--- src/rtl/fir_pkg.sv ---
package fir_pkg;
  localparam int SAMPLE_W = 8;
  localparam int COEF_W   = 8;
  localparam int PROD_W   = SAMPLE_W + COEF_W;

  // 2x2 unsigned product from gates: the leaf cell of the split multiplier
  function automatic logic [3:0] mul2x2(input logic [1:0] a, input logic [1:0] b);
    logic t01, t10, t11, c1;
    t01 = a[0] & b[1];
    t10 = a[1] & b[0];
    t11 = a[1] & b[1];
    c1  = t01 & t10;
    return {t11 & c1, t11 ^ c1, t01 ^ t10, a[0] & b[0]};
  endfunction

  // Width of a result that cannot wrap for a given number of taps
  function automatic int acc_width(input int taps);
    return PROD_W + $clog2(taps);
  endfunction
endpackage

--- src/rtl/vedic_mul.sv ---
module vedic_mul #(
  parameter int N = 8
) (
  input  logic [N-1:0]   a,
  input  logic [N-1:0]   b,
  output logic [2*N-1:0] p
);
  localparam int H = N / 2;

  if (N == 2) begin : g_cell
    assign p = fir_pkg::mul2x2(a, b);
  end else begin : g_split
    logic [N-1:0] ll, lh, hl, hh;
    logic [N:0]   mid;
    vedic_mul #(.N(H)) u_ll (.a(a[H-1:0]), .b(b[H-1:0]), .p(ll));
    vedic_mul #(.N(H)) u_lh (.a(a[H-1:0]), .b(b[N-1:H]), .p(lh));
    vedic_mul #(.N(H)) u_hl (.a(a[N-1:H]), .b(b[H-1:0]), .p(hl));
    vedic_mul #(.N(H)) u_hh (.a(a[N-1:H]), .b(b[N-1:H]), .p(hh));
    // cross terms carry weight 2^H; {hh,ll} is hh*2^N + ll
    assign mid = {1'b0, lh} + {1'b0, hl};
    assign p   = {hh, ll} + {{(H-1){1'b0}}, mid, {H{1'b0}}};
  end
endmodule

--- src/rtl/csa3.sv ---
module csa3 #(
  parameter int W = 19
) (
  input  logic [W-1:0] x,
  input  logic [W-1:0] y,
  input  logic [W-1:0] z,
  output logic [W-1:0] sum,
  output logic [W-1:0] carry
);
  logic [W-1:0] maj;
  assign sum   = x ^ y ^ z;
  assign maj   = (x & y) | (x & z) | (y & z);
  // carry out of the top bit is dropped: totals are taken modulo 2^W
  assign carry = {maj[W-2:0], 1'b0};
endmodule

--- src/rtl/fir_tap.sv ---
module fir_tap #(
  parameter int          W    = 19,
  parameter logic [7:0]  COEF = 8'd1
) (
  input  logic         clk,
  input  logic         rst,
  input  logic         en,
  input  logic [7:0]   x,
  input  logic [W-1:0] up_s,
  input  logic [W-1:0] up_c,
  output logic [W-1:0] dn_s,
  output logic [W-1:0] dn_c
);
  logic [15:0]  prod;
  logic [W-1:0] nxt_s, nxt_c;

  vedic_mul #(.N(8)) u_mul (.a(x), .b(COEF), .p(prod));

  csa3 #(.W(W)) u_csa (
    .x({{(W-16){1'b0}}, prod}), .y(up_s), .z(up_c),
    .sum(nxt_s), .carry(nxt_c)
  );

  always_ff @(posedge clk) begin
    if (rst) begin
      dn_s <= '0;
      dn_c <= '0;
    end else if (en) begin
      dn_s <= nxt_s;
      dn_c <= nxt_c;
    end
  end

  assert_tap_product_R7: assert property (@(posedge clk) disable iff (rst)
    prod == ({8'd0, x} * {8'd0, COEF}));

  assert_chain_hold_R4: assert property (@(posedge clk) disable iff (rst)
    !en |=> ($stable(dn_s) && $stable(dn_c)));
endmodule

--- src/rtl/fir_transposed_cs.sv ---
module fir_transposed_cs #(
  parameter int             TAPS  = 8,
  parameter logic [TAPS*8-1:0] COEFS = 64'h01_04_0A_14_14_0A_04_01,
  localparam int            YW    = fir_pkg::acc_width(TAPS)
) (
  input  logic          clk,
  input  logic          rst,
  input  logic          in_valid,
  input  logic [7:0]    in_sample,
  output logic          out_valid,
  output logic [YW-1:0] out_y
);
  // chain_s/chain_c[k] is the carry-save partial held after tap k; index TAPS is empty
  logic [YW-1:0] chain_s [1:TAPS];
  logic [YW-1:0] chain_c [1:TAPS];

  assign chain_s[TAPS] = '0;
  assign chain_c[TAPS] = '0;

  for (genvar k = 1; k < TAPS; k++) begin : g_tap
    fir_tap #(.W(YW), .COEF(COEFS[8*k +: 8])) u_tap (
      .clk(clk), .rst(rst), .en(in_valid), .x(in_sample),
      .up_s(chain_s[k+1]), .up_c(chain_c[k+1]),
      .dn_s(chain_s[k]),   .dn_c(chain_c[k])
    );
  end

  // tap 0: product, final compression and the one carry-propagate add
  logic [15:0]   head_prod;
  logic [YW-1:0] head_s, head_c, head_sum;

  vedic_mul #(.N(8)) u_head_mul (.a(in_sample), .b(COEFS[7:0]), .p(head_prod));

  csa3 #(.W(YW)) u_head_csa (
    .x({{(YW-16){1'b0}}, head_prod}), .y(chain_s[1]), .z(chain_c[1]),
    .sum(head_s), .carry(head_c)
  );

  assign head_sum = head_s + head_c;

  always_ff @(posedge clk) begin
    if (rst) begin
      out_valid <= 1'b0;
      out_y     <= '0;
    end else begin
      out_valid <= in_valid;
      if (in_valid) out_y <= head_sum;
    end
  end

  assert_valid_rise_R2: assert property (@(posedge clk) disable iff (rst)
    in_valid |=> out_valid);

  assert_valid_idle_R2: assert property (@(posedge clk) disable iff (rst)
    !in_valid |=> !out_valid);

  assert_out_hold_R4: assert property (@(posedge clk) disable iff (rst)
    !in_valid |=> $stable(out_y));

  assert_reset_clear_R5: assert property (@(posedge clk)
    rst |=> (!out_valid && out_y == '0));

  assert_head_product_R7: assert property (@(posedge clk) disable iff (rst)
    head_prod == ({8'd0, in_sample} * {8'd0, COEFS[7:0]}));
endmodule

--- config.mk ---
export PLATFORM = sky130hd
export DESIGN_NAME = fir_transposed_cs
export DESIGN_NICKNAME = d
export VERILOG_FILES = /design/src/rtl/fir_pkg.sv /design/src/rtl/vedic_mul.sv /design/src/rtl/csa3.sv /design/src/rtl/fir_tap.sv /design/src/rtl/fir_transposed_cs.sv
export SDC_FILE = /design/constraint.sdc
export NUM_CORES = 1
export LEC_CHECK = 0
export ABC_AREA = 1
export BUFFER_PORTS_ARGS = -buffer_cell sky130_fd_sc_hd__buf_2
export CAP_MARGIN = 20
export CORE_MARGIN = 8
export CORE_UTILIZATION = 45
export DETAILED_ROUTE_END_ITERATION = 10
export SLEW_MARGIN = 10
export SYNTH_ARGS = -nofsm -noshare
export SYNTH_HDL_FRONTEND = slang
export SYNTH_SLANG_ARGS = --single-unit
--- constraint.sdc ---
create_clock -name clk -period 3.66 [get_ports clk]
set_input_delay 0.732 -clock clk [delete_from_list [all_inputs] [get_ports clk]]
set_output_delay 0.732 -clock clk [all_outputs]
set_load 0.01 [all_outputs]
==> qor.csv, run 1 <==
metric,value,unit
drc,0,
syn_avg_cell_area,8.21,sq um
synthSimpleGateAreaFrac,14.1,%
pwr-share-seq,43.7,%
power_density,496,nW/um^2
dpl-instance-area,8820,sq um
worstPathArrival,3.56,ns
firstDrtPassIters,4,
yosysMostFrequentCell,dfxtp_1,
syn_area,8530,sq um
dieArea,23600,sq um
rsz0062_at_grt,no,
cts.hold.buffers_added,0,
synthMuxAreaShare,0,%
dp_hpwl,11200,um
p_int,3210,uW
slew_headroom,44.8,%
switching_share,31.2,%
maxCapViolCount,0,
ys_top_cells_by_area,"dfxtp_1 39%, fa_1 12%, o21ai_0 9.2%, ha_1 8.2%, nor2_1 7.0%",
synth_compound_area_share,15.8,%
synthArstFlopShare,0,%
grt_pass1_vias,6011,
cts_resized,0,
slowest_stage,fa_1,
ir_worst_vdd,0.292,mV
setup_tns,0,ns
crit_type,primary input to register,
synth_seq_cells,165,
synthFlopType,dfxtp_1,
fill_cells,1829,
grt_util_all_layers,14.9,%
slowest_delay,0.45,ns
synth_adder_area_share,20.7,%
setup_violations,0,
status,"complete, no violations",
io_pins,31,
hold_viol,0,
fmax,313,MHz
cts_setup_buffers,0,
final_layout_size_suffix_gt1_share,8.24,%
gp_congestion,0.825,
drt_iter0_markers,416,
startpoint_type,primary input,
whs,0.481,ns
routed_wl,16800,um
synth_top_family_by_area,adder cells,
path_common_cell,fa_1,
htree_num_levels,4,
switchingPower,1460,uW
yosysWarnings,0,
r2r_cells,10,
hold_path.class,register to register,
clockBufferDepth,2,
synth.top_cells.by_count,"165 x dfxtp_1, 159 x nor2_1, 156 x o21ai_0",
die_x,154,um
syn2layout_area_growth,10.3,%
clock_power_share,37.3,%
coreArea,18600,sq um
synth_top_cell_area_share,38.7,%
num_vias,6357,
slew_viol_final,0,
clk_pin_slew,0.07,ns
setup.worst_path.end_class,register,
antenna_left,0,
finalInstanceArea,9400,sq um
crit_fanout,2,
worstPathCellList,buf_2 -> ha_1 -> fa_1 -> fa_1 -> ha_1 -> fa_1 -> nand3_1 -> xor2_1 -> fa_1 -> a21oi_1,
synth-seq-area-share,38.7,%
cts_tree,built,
fin_skew,0.00766,ns
grt_pass1_wl,29000,um
grt_max_degree,223,
tightestPinTransition,0.828,ns
synth-edff-count,0,
start_util,45.7,%
wl_per_cell,13.0,um
synth_top_cell_by_area,dfxtp_1,
synthXorXnorAreaFrac,1.32,%
min_period,3.20,ns
antenna_found_initial,0,
period_share,87.3,%
clock_latency,0.43,ns
crit_required,4.02,ns
rows,50,
synth.distinct_cells,33,
clkSinkCount,165,
leakagePower,0.00430,uW
nNetsFinal,1163,
cts-buffers-inserted,17,
portBuffers,28,
cts_root_buffer,clkbuf_16,
holdPathStages,2,
diodes,0,
comb_power_share,19.0,%
syn-instance-count,1039,
viasPerCell,4.93,
grt-ovfl-total,0,
die_h,154,um
==> registers in the layout (all words and copies together) (netlist names) <==
name	count
g_tap.u_tap.dn_s	85
g_tap.u_tap.dn_c	62
out_y	17
out_valid	1
==> critical path: cells and delay by family <==
kind / cells / cell delay (ns)
buffers and inverters: 1 / 0.11
AOI/OAI and AO/OA: 1 / 0.14
xor gates and xnor gates: 1 / 0.23
adders and majority gates: 6 / 2.18
and+or+nand+nor: 1 / 0.16
==> power groups by stage <==
stage          clock, uW  sequential, uW  combinational (uW)
6_report            1740            2040                 887
5_1_grt             1870            2060                1040
4_1_cts             1800            2040                 908
3_5_place_dp           0            2080                 902
3_3_place_gp           0            2080                 887
2_1_floorplan          0            2070                 662
==> routing by layer <==
metal  GRT usage (%)  wire length, um  up-vias
met2            23.2             7430       58
met3            2.91              448       14
met5               0                0        -
li1                -                -     3349
met1            20.0             8640     2936
met4            5.60              235        0
==> cell families (layout without fill, tap and decap cells) <==
kind of cell	after synthesis	after routing
AND/OR/NAND/NOR	297	297
adder cells (fa/ha/maj)	109	109
other	1	2
flip-flops	165	165
buffers and inverters	192	208
XOR/XNOR	12	12
AO/OA/AOI/OAI	263	263
==> worst paths after layout <==
path / slack [ns] / to / startpoint
worst max-delay path: 0.46 / g_tap[2].u_tap.dn_s[10] / in_sample[0]
worst min-delay path: 0.48 / g_tap[4].u_tap.dn_s[1] / g_tap[5].u_tap.dn_s[1]
worst max register to register: 1.59 / out_y[12] / g_tap[1].u_tap.dn_s[3]
worst min register to register: 0.48 / g_tap[4].u_tap.dn_s[1] / g_tap[5].u_tap.dn_s[1]
==> metrics by stage <==
step	util, %	total power [uW]	cells	setup WS, ns
2_1_floorplan	-	2730	1040	0.377
5_1_grt	50.4	4980	1290	0.395
4_1_cts	50.4	4740	1290	0.517
3_3_place_gp	47.3	2960	1258	0.0759
3_5_place_dp	47.3	2980	1258	0.0612
6_report	50.4	4670	1290	0.464
==> cells in the final DEF (no fill, tap or decap), types with 2 or more instances in the layout <==
master     instances
inv_1            134
nor2_1           159
conb_1             2
nand3_1           30
xor2_1             6
nand4_1            5
clkinv_4           5
inv_2              2
ha_1              56
nand2_2            5
nand2_1           92
nor2_2             2
clkbuf_16         17
clkinv_8           3
o21ai_0          156
inv_6              2
a21oi_1           99
buf_12             4
xnor2_1            5
dfxtp_1          165
fa_1              53
inv_8              4
buf_2             27
o211ai_1           2
buf_4              7
a31o_2             2
==> final cells by class <==
type | count | area [sq um] | share of cell area, %
multi-input combinational | 683 | 4430 | 47.1
sequential | 165 | 3300 | 35.1
inverter | 137 | 515 | 5.48
clock buffer | 17 | 425 | 4.52
tap | 234 | 293 | 3.11
timing repair buffer | 39 | 279 | 2.97
clock inverter | 15 | 163 | 1.73
(Power assumes the default switching activity.)
==> run 2, diff against run 1 <==
==> constraint.sdc (replaced) <==
create_clock -name clk -period 4.1 [get_ports clk]
set_input_delay 0.82 -clock clk [delete_from_list [all_inputs] [get_ports clk]]
set_output_delay 0.82 -clock clk [all_outputs]
set_load 0.01 [all_outputs]
==> run 2 against run 1 <==
Effect of this change:
- global-route usage decreased by 0.067 points
- cell count fell by 0.16%
- combinational power decreased by 11%
- critical endpoint unchanged
- sequential share of layout area grew 0.10 points
- sequential power down 11%
- total power decreased by 9.4%
- setup slack better by 0.33 ns
- clock skew is 0.0041 ns higher
- die area unchanged
- critical path type unchanged
==> qor.csv, run 2 (synthesis results as in run 1) <==
metric,value,unit
num_vias,6287,
crit_start,in_sample[0],
clock_latency,0.43,ns
largest-register,g_tap.u_tap.dn_s,
worstPathArrival,3.67,ns
layout_commonest_cell,dfxtp_1,
start_util,45.7,%
r2r_setup_slack,2.03,ns
nNetsFinal,1161,
setup_violations,0,
dpl-instance-area,8780,sq um
drt_iter0_markers,345,
largestRegisters,"g_tap.u_tap.dn_s x85, g_tap.u_tap.dn_c x62, out_y x17",
crit_end,g_tap[2].u_tap.dn_s[10],
crit_fanout,3,
crit_type,primary input to register,
hold_viol,0,
cts.hold.buffers_added,0,
worstPathCellList,buf_2 -> ha_1 -> fa_1 -> fa_1 -> ha_1 -> fa_1 -> nand3_1 -> xor2_1 -> fa_1 -> a21oi_1,
rsz0062_at_grt,no,
slew_viol_final,0,
path_common_cell,fa_1,
viasPerCell,4.88,
cts_setup_buffers,0,
die_x,154,um
fmax,302,MHz
wl_per_cell,13.0,um
finalInstanceArea,9380,sq um
drc,0,
setup.worst_path.end_class,register,
dp_hpwl,11400,um
syn2layout_area_growth,9.98,%
cts-buffers-inserted,17,
ir_worst_vdd,0.274,mV
setup_tns,0,ns
fin_skew,0.0118,ns
status,"complete, no violations",
leakagePower,0.00429,uW
die_h,154,um
reg2reg_to,out_y[15],
cts_resized,0,
fill_cells,1829,
power_density,451,nW/um^2
grt-ovfl-total,0,
r2r-start,g_tap[1].u_tap.dn_s[3],
portBuffers,28,
slowest_stage,fa_1,
crit_required,4.46,ns
grt_pass1_vias,5908,
mostFrequentLayoutCells,"165 x dfxtp_1, 159 x nor2_1, 156 x o21ai_0, 134 x inv_1, 99 x a21oi_1",
diodes,0,
clockBufferDepth,2,
path_delay_family,adder cells,
largest_register_ffs,85,
min_period,3.31,ns
firstDrtPassIters,4,
cts_tree,built,
grt_max_degree,89,
cts_root_buffer,clkbuf_16,
grt_util_all_layers,14.8,%
rows,50,
clk_pin_slew,0.08,ns
io_pins,31,
gp_congestion,0.809,
period_share,80.8,%
hold_path.class,register to register,
dieArea,23600,sq um
tightestPinTransition,0.759,ns
crit_cells,10,
slowest_delay,0.49,ns
clkSinkCount,165,
antenna_found_initial,1,
routed_wl,16800,um
antenna_left,0,
r2r_cells,11,
htree_num_levels,4,
cp_num_buf_inv,1,
coreArea,18600,sq um
final_layout_size_suffix_gt1_share,8.06,%
maxCapViolCount,0,
grt_pass1_wl,28900,um
slew_headroom,49.3,%
startpoint_type,primary input,
[run 2: changes by cell type in the layout (fill, tap and decap cells not counted), sizes merged]
cell	delta
clkinv	-4
buf	-2
clkinvlp	-1
inv	+4
bufinv	+1
[run 2: worst min path at each step]
stage / cells after the start / endpoint / slack (ns) / start
floorplan: 2 / g_tap[2].u_tap.dn_s[0] / 0.45 / g_tap[3].u_tap.dn_s[0]
global placement: 2 / g_tap[3].u_tap.dn_s[1] / 0.46 / g_tap[4].u_tap.dn_s[1]
detailed placement: 2 / out_y[7] / 0.46 / out_y[7]
CTS: 2 / out_y[6] / 0.48 / out_y[6]
global route: 2 / g_tap[6].u_tap.dn_s[0] / 0.51 / g_tap[7].u_tap.dn_s[0]
finish: 2 / g_tap[6].u_tap.dn_s[0] / 0.48 / g_tap[7].u_tap.dn_s[0]
[run 2: per-layer routing]
metal / track usage (%) / vias to the layer above / routed length [um]
met1: 20.3 / 2866 / 8600
li1: - / 3343 / -
met4: 4.76 / 2 / 204
met5: 0 / - / 10
met3: 3.08 / 17 / 439
met2: 22.9 / 59 / 7510
[run 2: area by class of cell]
class	count	area [sq um]	area share, %
clock buffer	17	425	4.54
multi-input combinational	683	4430	47.2
timing repair buffer	37	239	2.55
tap	234	293	3.12
inverter	137	515	5.50
clock inverter	15	175	1.87
sequential	165	3300	35.2
[run 2: power by group]
part | total (uW) | internal, uW | switching, uW
combinational | 788 | 302 | 486
sequential | 1820 | 1750 | 71.4
clock | 1620 | 875 | 746
[run 2: worst register-to-register path, delay by kind of cell (launching register included)]
family	cells	cell delay, ns
adders and majority gates	2	0.88
DFF	1	0.33
and+or+nand+nor	9	0.75
[run 2: per-stage QoR]
step           hold WS, ns  std cells  total power (uW)  setup slack, ns  util (%)
4_1_cts              0.483       1288              4290            0.804      50.3
2_1_floorplan        0.449       1040              2440            0.729         -
5_1_grt              0.506       1288              4500            0.689      50.3
3_5_place_dp         0.459       1256              2660            0.360      47.1
3_3_place_gp         0.459       1256              2650            0.390      47.1
6_report             0.477       1288              4230            0.789      50.3
==> run 3, diff against run 2 <==
--- a/config.mk
+++ b/config.mk
@@ -5,7 +5,7 @@
 export SDC_FILE = /design/constraint.sdc
 export NUM_CORES = 1
 export LEC_CHECK = 0
-export ABC_AREA = 1
+export ABC_AREA = 0
 export BUFFER_PORTS_ARGS = -buffer_cell sky130_fd_sc_hd__buf_2
 export CAP_MARGIN = 20
 export CORE_MARGIN = 8
==> constraint.sdc (replaced) <==
create_clock -name clk -period 3.35 [get_ports clk]
set_input_delay 0.67 -clock clk [delete_from_list [all_inputs] [get_ports clk]]
set_output_delay 0.67 -clock clk [all_outputs]
set_load 0.01 [all_outputs]
==> run 3 against run 2 <==
Effect of this change:
- utilization is 1.2 points higher
- combinational power is 13% higher
- worst hold slack worse by 0.020 ns
- via count is 10% lower
- global-route usage is 0.43 points lower
- critical path type unchanged
==> qor.csv, run 3 <==
metric,value,unit
status,"complete, no violations",
cts-buffers-inserted,17,
fin_ws,0.145,ns
leakagePower,0.00420,uW
largest_register_ffs,85,
slew_viol_final,0,
setup_violations,0,
dieArea,23600,sq um
portBuffers,28,
cts_root_buffer,clkbuf_16,
grt_max_degree,161,
pre_cts_slack,-0.239,ns
cts_setup_buffers,0,
synthFlopType,dfxtp_1,
dp_hpwl,10900,um
gp_congestion,0.810,
layout_commonest_cell,nor2_1,
yosysMostFrequentCell,nor2_1,
ir_worst_vdd,0.368,mV
synth.distinct_cells,54,
coreArea,18600,sq um
fill_cells,1727,
synth_top_cell_by_area,dfxtp_1,
worstPathArrival,3.53,ns
clk_pin_slew,0.06,ns
diodes,0,
grt-busiest-layer,met2,
synthArstFlopShare,0,%
cts_resized,0,
met3_usage,3.05,%
rows,50,
power_density,546,nW/um^2
maxCapViolCount,0,
firstDrtPassIters,4,
final_layout_size_suffix_gt1_share,10.1,%
syn_avg_cell_area,9.88,sq um
largest-register,g_tap.u_tap.dn_s,
crit_type,primary input to register,
syn2layout_area_growth,12.7,%
routed_wl,16000,um
min_period,3.20,ns
clockBufferDepth,2,
rsz0062_at_grt,no,
clkSinkCount,165,
antenna_left,0,
start_util,45.6,%
fmax,312,MHz
drt_iter0_markers,258,
die_x,154,um
use_met2,22.2,%
clock_latency,0.42,ns
htree_num_levels,4,
grt_use_met1,19.7,%
num_vias,5658,
hold_viol,0,
antenna_found_initial,0,
largestRegisters,"g_tap.u_tap.dn_s x85, g_tap.u_tap.dn_c x62, out_y x17",
yosysWarnings,0,
cts_tree,built,
hold_path.class,register to register,
crit_fanout,3,
synth_top_cell_area_share,38.8,%
cts.hold.buffers_added,0,
startpoint_type,primary input,
grt-ovfl-total,0,
slew_headroom,51.1,%
grt_util_all_layers,14.4,%
period_share,95.7,%
fin_skew,0.00915,ns
die_h,154,um
nNetsFinal,1004,
mostFrequentLayoutCells,"169 x nor2_1, 165 x dfxtp_1, 88 x mux2i_1, 78 x inv_1, 66 x a211oi_1",
setup.worst_path.end_class,register,
synth-edff-count,0,
synth_seq_cells,165,
synth.top_cells.by_count,"169 x nor2_1, 165 x dfxtp_1, 88 x mux2i_1",
crit_required,3.68,ns
ys_top_cells_by_area,"dfxtp_1 39%, fa_1 12%, mux2i_1 10%, ha_1 8.2%, nor2_1 7.5%",
io_pins,31,
tightestPinTransition,0.734,ns
synth-seq-area-share,38.8,%
drc,0,
wl_per_cell,14.1,um
grt_pass1_wl,27900,um
setup_tns,0,ns
viasPerCell,5.00,
syn-instance-count,861,
syn_area,8510,sq um
grt_pass1_vias,5640,
run 3: logic make-up (layout without fill, tap and decap cells):
group	Yosys count	after routing	synth area share, %
buffers and inverters	126	161	5.85
AND/OR/NAND/NOR	219	219	10.8
other	1	2	0.0441
AO/OA/AOI/OAI	137	137	11.8
multiplexers	88	88	10.4
adder cells (fa/ha/maj)	109	109	20.7
XOR/XNOR	16	16	1.65
flip-flops	165	165	38.8
run 3: layout make-up:
| class | count | area [sq um] | share of cell area, % |
|---|---|---|---|
| clock buffer | 20 | 447 | 4.66 |
| multi-input combinational | 571 | 4710 | 49.1 |
| clock inverter | 12 | 200 | 2.09 |
| tap | 234 | 293 | 3.05 |
| sequential | 165 | 3300 | 34.4 |
| inverter | 79 | 297 | 3.09 |
| timing repair buffer | 50 | 342 | 3.56 |
run 3: routing by layer:
metal / routed length [um] / up-vias
met5: 0 / -
met3: 459 / 19
met1: 8440 / 2623
met4: 187 / 0
li1: - / 2961
met2: 6890 / 55
run 3: power breakdown:
group          switching [uW]  internal [uW]  total [uW]  leakage, uW
sequential               85.0           2110        2200      0.00136
clock                     804           1340        2150     0.000307
combinational             515            379         894      0.00254
run 3: worst max-delay path, stage by stage:
cell and delay [ns]:
buf_2 0.13, ha_1 0.22, fa_1 0.42, fa_1 0.38
ha_1 0.22, fa_1 0.45, nand3_1 0.13, xor2_1 0.22
fa_1 0.44, a211oi_1 0.24
run 3: path summary, 6_finish.rpt:
| kind | from | to | slack, ns | cells after the start |
|---|---|---|---|---|
| setup / recovery | in_sample[0] | g_tap[2].u_tap.dn_s[10] | 0.15 | 10 |
| setup reg to reg | g_tap[1].u_tap.dn_s[7] | out_y[14] | 0.86 | 7 |
| hold reg to reg | out_y[8] | out_y[8] | 0.46 | 2 |
| hold / removal | out_y[8] | out_y[8] | 0.46 | 2 |
run 3: per-stage QoR:
step	utilization (%)	hold WS (ns)	total power, uW	cell area [sq um]	instances
6_report	51.4	0.457	5240	9590	1131
3_3_place_gp	48.0	0.439	3130	8940	1099
3_5_place_dp	48.0	0.447	3140	8940	1099
2_1_floorplan	-	0.456	2890	8510	862
4_1_cts	51.4	0.462	5310	9590	1131
5_1_grt	51.4	0.474	5540	9590	1131
